==> config.mk <==
export PLATFORM = sky130hd
export DESIGN_NAME = sgDmaEngine
export DESIGN_NICKNAME = d
export VERILOG_FILES = /design/src/rtl/sgDmaPkg.sv /design/src/rtl/sgDmaCtrl.sv /design/src/rtl/sgDmaDatapath.sv /design/src/rtl/sgDmaEngine.sv
export SDC_FILE = /design/constraint.sdc
export NUM_CORES = 1
export LEC_CHECK = 0
export BUFFER_PORTS_ARGS = -buffer_cell sky130_fd_sc_hd__buf_2
export CAP_MARGIN = 40
export CORE_MARGIN = 2
export CORE_UTILIZATION = 45
export DETAILED_ROUTE_END_ITERATION = 10
export PLACE_DENSITY_LB_ADDON = 0.2
export SLEW_MARGIN = 10
export SYNTH_ARGS = -nofsm -noshare
export SYNTH_HDL_FRONTEND = slang
export SYNTH_HIERARCHICAL = 1
export SYNTH_SLANG_ARGS = --single-unit
==> constraint.sdc <==
create_clock -name clk -period 5.2 [get_ports clk]
set_input_delay 0.26 -clock clk [delete_from_list [all_inputs] [get_ports clk]]
set_output_delay 0.26 -clock clk [all_outputs]
set_load 0.01 [all_outputs]
==> src/rtl/sgDmaPkg.sv <==
package sgDmaPkg;

  typedef enum logic [2:0] {
    ST_IDLE,
    ST_FETCH,
    ST_XFER,
    ST_PUSH,
    ST_HOLD
  } dmaState_e;

  // strobes from control to datapath
  typedef struct packed {
    logic loadPtr;
    logic fetchStep;
    logic xferStep;
    logic latchByte;
    logic setActive;
    logic clrActive;
    logic setIntr;
    logic useBuf;
  } dmaStrobe_t;

  localparam int DESC_BYTES = 8;
  localparam int EOT_BIT    = 63;
  localparam int CNT_LSB    = 32;

endpackage

==> src/rtl/sgDmaCtrl.sv <==
module sgDmaCtrl
  import sgDmaPkg::*;
(
  input  logic       clk,
  input  logic       rstN,
  input  logic       startPulse,
  input  logic       stopPulse,
  input  logic       runDir,
  input  logic       fetchDone,
  input  logic       remLast,
  input  logic       descEot,
  input  logic       busMasterEn,
  input  logic       memAck,
  input  logic       devInValid,
  input  logic       devOutReady,
  input  logic       devLast,
  output dmaStrobe_t strobe,
  output logic       memReq,
  output logic       memWe,
  output logic       devInReady,
  output logic       devOutValid
);

  dmaState_e state, nextState;
  logic      byteDone;

  always_ff @(posedge clk) begin
    if (!rstN) state <= ST_IDLE;
    else       state <= nextState;
  end

  always_comb begin
    strobe      = '0;
    memReq      = 1'b0;
    memWe       = 1'b0;
    devInReady  = 1'b0;
    devOutValid = 1'b0;
    byteDone    = 1'b0;
    nextState   = state;

    unique case (state)
      ST_IDLE: begin
        if (startPulse) begin
          strobe.setActive = 1'b1;
          strobe.loadPtr   = 1'b1;
          nextState        = ST_FETCH;
        end
      end
      ST_FETCH: begin
        memReq = busMasterEn;
        if (memAck) begin
          strobe.fetchStep = 1'b1;
          if (fetchDone) nextState = ST_XFER;
        end
      end
      ST_XFER: begin
        strobe.useBuf = 1'b1;
        if (runDir) begin
          memReq     = busMasterEn && devInValid;
          memWe      = 1'b1;
          devInReady = memAck;
          byteDone   = memAck;
        end else begin
          memReq = busMasterEn;
          if (memAck) begin
            strobe.latchByte = 1'b1;
            nextState        = ST_PUSH;
          end
        end
      end
      ST_PUSH: begin
        strobe.useBuf = 1'b1;
        devOutValid   = 1'b1;
        byteDone      = devOutReady;
      end
      ST_HOLD: ;
      default: nextState = ST_IDLE;
    endcase

    // outcome of one moved byte
    if (byteDone) begin
      strobe.xferStep = 1'b1;
      if (devLast && remLast && descEot) begin
        strobe.setIntr   = 1'b1;
        strobe.clrActive = 1'b1;
        nextState        = ST_IDLE;
      end else if (devLast) begin
        strobe.setIntr = 1'b1;
        nextState      = ST_HOLD;
      end else if (remLast && descEot) begin
        strobe.clrActive = 1'b1;
        nextState        = ST_IDLE;
      end else if (remLast) begin
        nextState = ST_FETCH;
      end else begin
        nextState = ST_XFER;
      end
    end

    // software stop overrides everything
    if (stopPulse && state != ST_IDLE) begin
      strobe           = '0;
      strobe.clrActive = 1'b1;
      memReq           = 1'b0;
      devInReady       = 1'b0;
      devOutValid      = 1'b0;
      nextState        = ST_IDLE;
    end
  end

endmodule

==> src/rtl/sgDmaDatapath.sv <==
module sgDmaDatapath
  import sgDmaPkg::*;
#(
  parameter int ADDR_W   = 32,
  parameter int CNT_W    = 16,
  parameter int REG_AW   = 3,
  parameter int BASE_OFF = 4
) (
  input  logic              clk,
  input  logic              rstN,
  input  logic [REG_AW-1:0] regAddr,
  input  logic              regWrEn,
  input  logic [7:0]        regWrData,
  output logic [7:0]        regRdData,
  input  dmaStrobe_t        strobe,
  input  logic [7:0]        memRdata,
  input  logic [7:0]        devInData,
  output logic [ADDR_W-1:0] memAddr,
  output logic [7:0]        memWdata,
  output logic [7:0]        devOutData,
  output logic              startPulse,
  output logic              stopPulse,
  output logic              runDir,
  output logic              fetchDone,
  output logic              remLast,
  output logic              descEot,
  output logic              irq
);

  localparam int LANES  = ADDR_W / 8;
  localparam int REM_W  = CNT_W + 1;
  localparam int IDX_W  = $clog2(DESC_BYTES);
  localparam int DESC_W = DESC_BYTES * 8;

  logic [7:0]        tableByte [LANES];
  logic [ADDR_W-1:0] tableBase;
  logic              cmdStart, cmdDir, activeFlag, intrFlag;
  logic [ADDR_W-1:0] curPtr, bufAddr;
  logic [IDX_W-1:0]  byteIdx;
  logic [DESC_W-1:0] descShift, descNext;
  logic [REM_W-1:0]  remaining;
  logic [7:0]        outByte;
  logic              cmdWr, statWr;

  assign cmdWr      = regWrEn && regAddr == REG_AW'(0);
  assign statWr     = regWrEn && regAddr == REG_AW'(2);
  assign startPulse = cmdWr && regWrData[0] && !activeFlag;
  assign stopPulse  = cmdWr && !regWrData[0];

  always_ff @(posedge clk) begin
    if (!rstN) begin
      cmdStart <= 1'b0;
      cmdDir   <= 1'b0;
    end else if (cmdWr) begin
      cmdStart <= regWrData[0];
      cmdDir   <= regWrData[3];
    end
  end

  for (genvar g = 0; g < LANES; g++) begin : gLane
    always_ff @(posedge clk) begin
      if (!rstN) tableByte[g] <= '0;
      else if (regWrEn && regAddr == REG_AW'(BASE_OFF + g)) tableByte[g] <= regWrData;
    end
    assign tableBase[8*g +: 8] = tableByte[g];
  end

  always_ff @(posedge clk) begin
    if (!rstN) begin
      activeFlag <= 1'b0;
      intrFlag   <= 1'b0;
      runDir     <= 1'b0;
    end else begin
      if (strobe.setActive) begin
        activeFlag <= 1'b1;
        runDir     <= regWrData[3];
      end else if (strobe.clrActive) begin
        activeFlag <= 1'b0;
      end
      if (strobe.setIntr)               intrFlag <= 1'b1;
      else if (statWr && regWrData[2])  intrFlag <= 1'b0;
    end
  end

  // descriptor assembly, little-endian byte order
  assign descNext  = {memRdata, descShift[DESC_W-1:8]};
  assign fetchDone = byteIdx == IDX_W'(DESC_BYTES - 1);

  always_ff @(posedge clk) begin
    if (!rstN) begin
      curPtr    <= '0;
      byteIdx   <= '0;
      descShift <= '0;
      bufAddr   <= '0;
      remaining <= '0;
      descEot   <= 1'b0;
      outByte   <= '0;
    end else begin
      if (strobe.loadPtr) begin
        curPtr  <= tableBase;
        byteIdx <= '0;
      end else if (strobe.fetchStep) begin
        curPtr    <= curPtr + 1'b1;
        byteIdx   <= byteIdx + 1'b1;
        descShift <= descNext;
        if (fetchDone) begin
          bufAddr <= descNext[ADDR_W-1:0];
          descEot <= descNext[EOT_BIT];
          if (descNext[CNT_LSB +: CNT_W] == '0) remaining <= {1'b1, {CNT_W{1'b0}}};
          else remaining <= {1'b0, descNext[CNT_LSB +: CNT_W]};
        end
      end
      if (strobe.xferStep) begin
        bufAddr   <= bufAddr + 1'b1;
        remaining <= remaining - 1'b1;
      end
      if (strobe.latchByte) outByte <= memRdata;
    end
  end

  assign remLast    = remaining == REM_W'(1);
  assign memAddr    = strobe.useBuf ? bufAddr : curPtr;
  assign memWdata   = devInData;
  assign devOutData = outByte;
  assign irq        = intrFlag;

  always_comb begin
    regRdData = '0;
    if (regAddr == REG_AW'(0))      regRdData = {4'b0, cmdDir, 2'b0, cmdStart};
    else if (regAddr == REG_AW'(2)) regRdData = {5'b0, intrFlag, 1'b0, activeFlag};
    else begin
      for (int i = 0; i < LANES; i++)
        if (regAddr == REG_AW'(BASE_OFF + i)) regRdData = tableByte[i];
    end
  end

endmodule

==> src/rtl/sgDmaEngine.sv <==
module sgDmaEngine
  import sgDmaPkg::*;
#(
  parameter int ADDR_W = 32,
  parameter int CNT_W  = 16
) (
  input  logic              clk,
  input  logic              rstN,
  input  logic [2:0]        regAddr,
  input  logic              regWrEn,
  input  logic [7:0]        regWrData,
  output logic [7:0]        regRdData,
  output logic              irq,
  input  logic              busMasterEn,
  output logic              memReq,
  output logic              memWe,
  output logic [ADDR_W-1:0] memAddr,
  output logic [7:0]        memWdata,
  input  logic [7:0]        memRdata,
  input  logic              memAck,
  input  logic              devInValid,
  input  logic [7:0]        devInData,
  output logic              devInReady,
  output logic              devOutValid,
  output logic [7:0]        devOutData,
  input  logic              devOutReady,
  input  logic              devLast
);

  dmaStrobe_t strobe;
  logic startPulse, stopPulse, runDir, fetchDone, remLast, descEot;

  sgDmaCtrl uCtrl (
    .clk(clk), .rstN(rstN),
    .startPulse(startPulse), .stopPulse(stopPulse), .runDir(runDir),
    .fetchDone(fetchDone), .remLast(remLast), .descEot(descEot),
    .busMasterEn(busMasterEn), .memAck(memAck),
    .devInValid(devInValid), .devOutReady(devOutReady), .devLast(devLast),
    .strobe(strobe), .memReq(memReq), .memWe(memWe),
    .devInReady(devInReady), .devOutValid(devOutValid)
  );

  sgDmaDatapath #(.ADDR_W(ADDR_W), .CNT_W(CNT_W), .REG_AW(3), .BASE_OFF(4)) uPath (
    .clk(clk), .rstN(rstN),
    .regAddr(regAddr), .regWrEn(regWrEn), .regWrData(regWrData), .regRdData(regRdData),
    .strobe(strobe), .memRdata(memRdata), .devInData(devInData),
    .memAddr(memAddr), .memWdata(memWdata), .devOutData(devOutData),
    .startPulse(startPulse), .stopPulse(stopPulse), .runDir(runDir),
    .fetchDone(fetchDone), .remLast(remLast), .descEot(descEot), .irq(irq)
  );

endmodule

* Word level (Yosys, flattened, before mapping) *
Memory sizes are Yosys's and may differ from the RTL's.
Index checks and enable logic that the tools add are counted.
W data, S select, Z words.

word-level totals
  flip-flop bits (word level) = 165
  word-level logic and storage cells = 151
  memories kept = 1
  bits in writable memories = 32
  output and inout port bits = 61
  input port bits = 35

cells by class
  reduce and logical (&&, ||, !) cells = 34
  add/subtract/negate cells = 4
  eq/ne operators = 18
  multiplexer cells = 75
  bitwise operators = 6

memory list
  memory           words  bits a word  rd ports  clocked after Yosys merged registers in  write ports  RTL line             text
  uPath.tableByte  4      8            4         0                                        4            sgDmaDatapath.sv:35  logic [7:0] tableByte [LANES];

operators with widths
  operator                 count
  $mux W32                 7
  $mux W8                  11
  $mux W17                 5
  $add A32 B1 Y32 const B  2
  $mux W1                  37
  $mux W3                  9
  $eq A3 B3 Y1 const B     6
  $eq A17 B1 Y1 const B    1
  $sub A17 B1 Y17 const B  1
  $logic_not A16 Y1        1
  $logic_and A1 B1 Y1      15
  $ne A3 B2 Y1 const B     4
  $pmux W3 S4              1
  $reduce_bool A2 Y1       5
  $eq A3 B2 Y1 const B     3
  $reduce_or A2 Y1         4
  $logic_not A3 Y1         2
  $mux W2                  3
  $reduce_and A3 Y1        2
  $reduce_and A6 Y1        1
  $or A1 B1 Y1             4
  $pmux W1 S2              2
  $add A3 B1 Y3 const B    1
  $eq A3 B1 Y1 const B     1
  7 further kinds          9

* Depth between registers and ports, before layout *
  word-level depth = 10
  mapped depth = 14
  mapped depth without buffers = 10

* Hierarchy *
The synthesis kept the hierarchy.

modules (own cells, without submodules)
  module         instances  cells an instance  sequential area each (µm²)  area an instance (µm²)
  sgDmaDatapath  1          1,065              4,043.9                     9,175.0
  sgDmaCtrl      1          48                 60.1                        377.9

* Worst setup path before layout *
Ideal clock, no wire load.

  kind = in2reg
  start point = input regAddr[0]
  end point = register uPath.remaining[12]
  setup time = 0.070 ns
  stages = 13
  path buffers = 5
  arrival = 2.992 ns
  slack = 2.138 ns
  cells stage by stage = clkbuf_1 -> clkbuf_1 -> nor2_1 -> nand2_1 -> nor2_1 -> nor4b_1 -> buf_2 -> nand3b_1 -> buf_2 -> nor2_1 -> clkbuf_1 -> a22oi_1 -> a21oi_1

RTL lines
  element                 RTL line              text
  start: declaration      sgDmaEngine.sv:9      input logic [2:0] regAddr,
  end signal: assignment  sgDmaDatapath.sv:109  if (descNext[CNT_LSB +: CNT_W] == '0) remaining <= {1'b1, {CNT_W{1'b0}}};
  end signal: assignment  sgDmaDatapath.sv:110  else remaining <= {1'b0, descNext[CNT_LSB +: CNT_W]};
  end signal: assignment  sgDmaDatapath.sv:115  remaining <= remaining - 1'b1;
  end: declaration        sgDmaDatapath.sv:41   logic [REM_W-1:0] remaining;

* Worst setup path after layout *
  start point = register uCtrl.state[1]
  end point = register uPath.remaining[16]

between the ends
  longest elaborated chain between the ends = 6
  elaborated cells between the ends (all ways) = 16

ends and longest elaborated chain
  element                                                              RTL line          text
  start: declaration                                                   sgDmaCtrl.sv:24   dmaState_e state, nextState;
  start signal: assignment                                             sgDmaCtrl.sv:29   else state <= nextState;
  $eq A3 B2 Y1                                                         sgDmaCtrl.sv:41   unique case (state)
  $pmux W1 S2                                                          sgDmaCtrl.sv:41
  $mux W1                                                              sgDmaCtrl.sv:81   if (byteDone) begin
  $mux W8 *                                                            sgDmaCtrl.sv:101  if (stopPulse && state != ST_IDLE) begin
  $ne A2 B2 Y1 (no line) / $reduce_bool A2 Y1 (equally long branches)  -
  $reduce_and A3 Y1 (no line)                                          -

Mark *: on every way between the ends. The rest lies on a longest branch, timed or not.
A chain may end at the register's enable or synchronous reset.

==> results.sh <==
export IMPL_ir_drop_mv=0.184
export IMPL_r2r_cells=8
export IMPL_cts_tree="done"
export IMPL_power_w=0.00299
export IMPL_max_slew_worst_pin_slew_ns=0.891
export IMPL_p_comb_share_pct=4.4
export IMPL_power_leakage_nw=3.81
export IMPL_hold_ws_ns=0.0451
export IMPL_powerDensity_mw_per_mm2=278
export IMPL_drv_slew=0
export IMPL_finClkSkew_ns=0.0207
export IMPL_fp_dieH_um=150
export IMPL_clock_latency_ns=0.46
export IMPL_cts_root_buf="clkbuf_16"
export IMPL_reg2reg_from="uCtrl/state[1]"
export IMPL_end_kind="register"
export IMPL_viasPerCell=5.80
export IMPL_drc=0
export IMPL_critical_path_arrival_ns=3.62
export IMPL_ios=96
export IMPL_layout_nets=1192
export IMPL_overflow=0
export IMPL_met3_usage_pct=4.21
export IMPL_cts_path_max_buffers=2
export IMPL_final_area_mm2=0.0108
export IMPL_drive_above_1_share_pct=17.0
export IMPL_rsz0062_at_grt="false"
export IMPL_ant_nets=0
export IMPL_cap_violations=0
export IMPL_pre_cts_ws_ns=1.56
export IMPL_layout_common_cells="nand2_1 (184), dfxtp_1 (157), a21oi_1 (128)"
export IMPL_reg2reg_to="uPath/remaining[16]"
export IMPL_ctsResizeCount=0
export IMPL_num_rows=53
export IMPL_grt_use_met2_pct=34.9
export IMPL_dpl_cell_area_mm2=0.0102
export IMPL_ys_warn_count=6
export IMPL_status="complete, no violations"
export IMPL_hold_violations=0
export IMPL_layout_commonest_cell="nand2_1"
export IMPL_synth_nets=1154
export IMPL_p_switching_w=0.000779
export IMPL_path_max_fanout=66
export IMPL_setup_tns_ns=0
export IMPL_core_mm2=0.0210
export IMPL_via_count=8349
export IMPL_cts_sinks=189
export IMPL_layout_min_cycle_time_ns=3.29
export IMPL_cts_setup_buffers=0
export IMPL_finalSetupViolCount=0
export IMPL_crit_required_ns=5.53
export IMPL_area_delta_synth_final_pct=12.6
export IMPL_synth_flop_cell="dfxtp_1"
export IMPL_numCtsBuffers=17
export IMPL_grt_use_total_pct=24.2
export IMPL_gr_usage_met1_pct=36.6
export IMPL_grt_pass1_vias=7601
export IMPL_grt_most_used_layer="met1"
export IMPL_synth_avg_cell_area_um2=8.58
export IMPL_synth_edff_count=32
export IMPL_first_iter_violations=795
export IMPL_clockPowerShare_pct=44.4
export IMPL_ys_ff_latch=189
export IMPL_swShare_pct=26.0
export IMPL_seq_area_frac_synth_pct=43.0
export IMPL_cts_htree_levels=4
export IMPL_grt_pass1_wl_mm=42.2
export IMPL_wl_mm=26.6
export IMPL_seqPwrFrac_pct=51.2
export IMPL_antenna_cells=0
export IMPL_grt_start_max_net_pins=67
export IMPL_startpoint="uCtrl/state[1]"
export IMPL_synthCells=1113
export IMPL_ys_async_sr_fraction_pct=0
export IMPL_synth_area_mm2=0.00955
export IMPL_post_drt_wl_per_cell_um=18.5
export IMPL_cp_endpoint="uPath/remaining[16]"
export IMPL_p_int_w=0.00221
export IMPL_yosysUniqueCellTypes=74
export IMPL_fmax_mhz=304
export IMPL_fin_crit_sh_pct=63.3
export IMPL_initial_core_util_pct=45.6
export IMPL_die_area_mm2=0.0224
export IMPL_clk_pin_slew_ns=0.09
export IMPL_relSlewSlack_pct=40.6
export IMPL_critPathLaunchType="register"
export IMPL_io_buffer_count=79
export IMPL_routabilityCongestion=0.890
export IMPL_worstSetupPathType="reg2reg"
export IMPL_cts_hold_fix_buffers=0
export IMPL_fin_ws_ns=1.91
export IMPL_hp_class="in2reg"
export IMPL_antenna_found_initial=0
export IMPL_drt_first_pass_iters=5
export IMPL_r2r_setup_slack_ns=1.91
export IMPL_die_x_um=150
export IMPL_place_hpwl_mm=18.5
==> registers in the layout (all words and copies together) (netlist names), 3 cells and up <==
| name | cells |
|---|---|
| uPath/tableByte | 32 |
| uPath/byteIdx | 3 |
| uPath/descShift | 56 |
| uPath/remaining | 17 |
| uPath/curPtr | 32 |
| uPath/bufAddr | 32 |
| uCtrl/state | 3 |
| uPath/devOutData | 8 |
==> synthesized netlist by cell type, drive strengths merged (20+ instances only) <==
cell type,n,share of area (%)
buf,27,1.6
clkbuf,52,2.0
a21oi,128,6.7
and3,21,1.4
nand4,24,1.6
nor2,57,2.2
nand3,43,2.3
xor2,20,1.8
edfxtp,32,10
inv,24,0.94
dfxtp,157,33
and2,40,2.6
nor3,20,1.1
o21ai,50,2.6
mux2,41,4.8
nand2,186,7.3
==> how the worst min path moves through the flow <==
| stage | start | endpoint | slack, ns | cells past startpoint |
|---|---|---|---|---|
| floorplan | memRdata[0] | uPath/descShift[56] | 0.40 | 2 |
| global placement | uPath/descShift[61] | uPath/descShift[53] | 0.44 | 2 |
| detailed placement | uPath/descShift[58] | uPath/descShift[50] | 0.44 | 2 |
| CTS | memRdata[2] | uPath/descShift[58] | 0.04 | 3 |
| global route | memRdata[2] | uPath/descShift[58] | 0.04 | 3 |
| finish | memRdata[2] | uPath/descShift[58] | 0.05 | 3 |
==> metal layers <==
layer  wire (um)  part of all wire [%]
met2       11600                    44
met4         555                   2.1
met3        1740                   6.5
met1       12700                    48
met5           0                     0
==> power groups by stage <==
stage          registers [W]  clock network [W]   logic, W
6_report             0.00153            0.00133   0.000132
5_1_grt              0.00154            0.00141   0.000145
4_1_cts              0.00153            0.00135   0.000133
3_5_place_dp         0.00157                  0   0.000132
3_3_place_gp         0.00157                  0   0.000125
2_1_floorplan        0.00155                  0  0.0000866
==> worst max-delay path: stages (launching register included) <==
cell	delay, ns
dfxtp_1	0.52
nor2_1	0.11
and3_1	0.49
nor2b_4	0.22
buf_4	0.55
nand3_1	0.52
nor2_1	0.52
or3_1	0.18
a31oi_1	0.03
==> cell families after synthesis <==
group / after synthesis / synth area share, %
mux: 64 / 8.16
buf+inv: 103 / 4.62
xor+xnor: 38 / 3.48
compound gates: 253 / 15.7
flops: 189 / 43.0
fa+ha+maj: 6 / 0.786
simple gates: 460 / 24.3
==> cell type report <==
type,count,area [um^2]
tap,275,344
clock buffer,18,429
multi-input combinational,821,5030
sequential,189,4100
inverter,24,91.3
clock inverter,14,170
fill,2044,10200
timing repair buffer,98,588
==> stage by stage <==
step / cells / utilization, %
6_report: 1439 / 51.3
5_1_grt: 1439 / 51.3
4_1_cts: 1439 / 51.3
3_5_place_dp: 1407 / 48.5
3_3_place_gp: 1400 / 48.0
2_1_floorplan: 1113 / -
(Power assumes the default switching activity.)
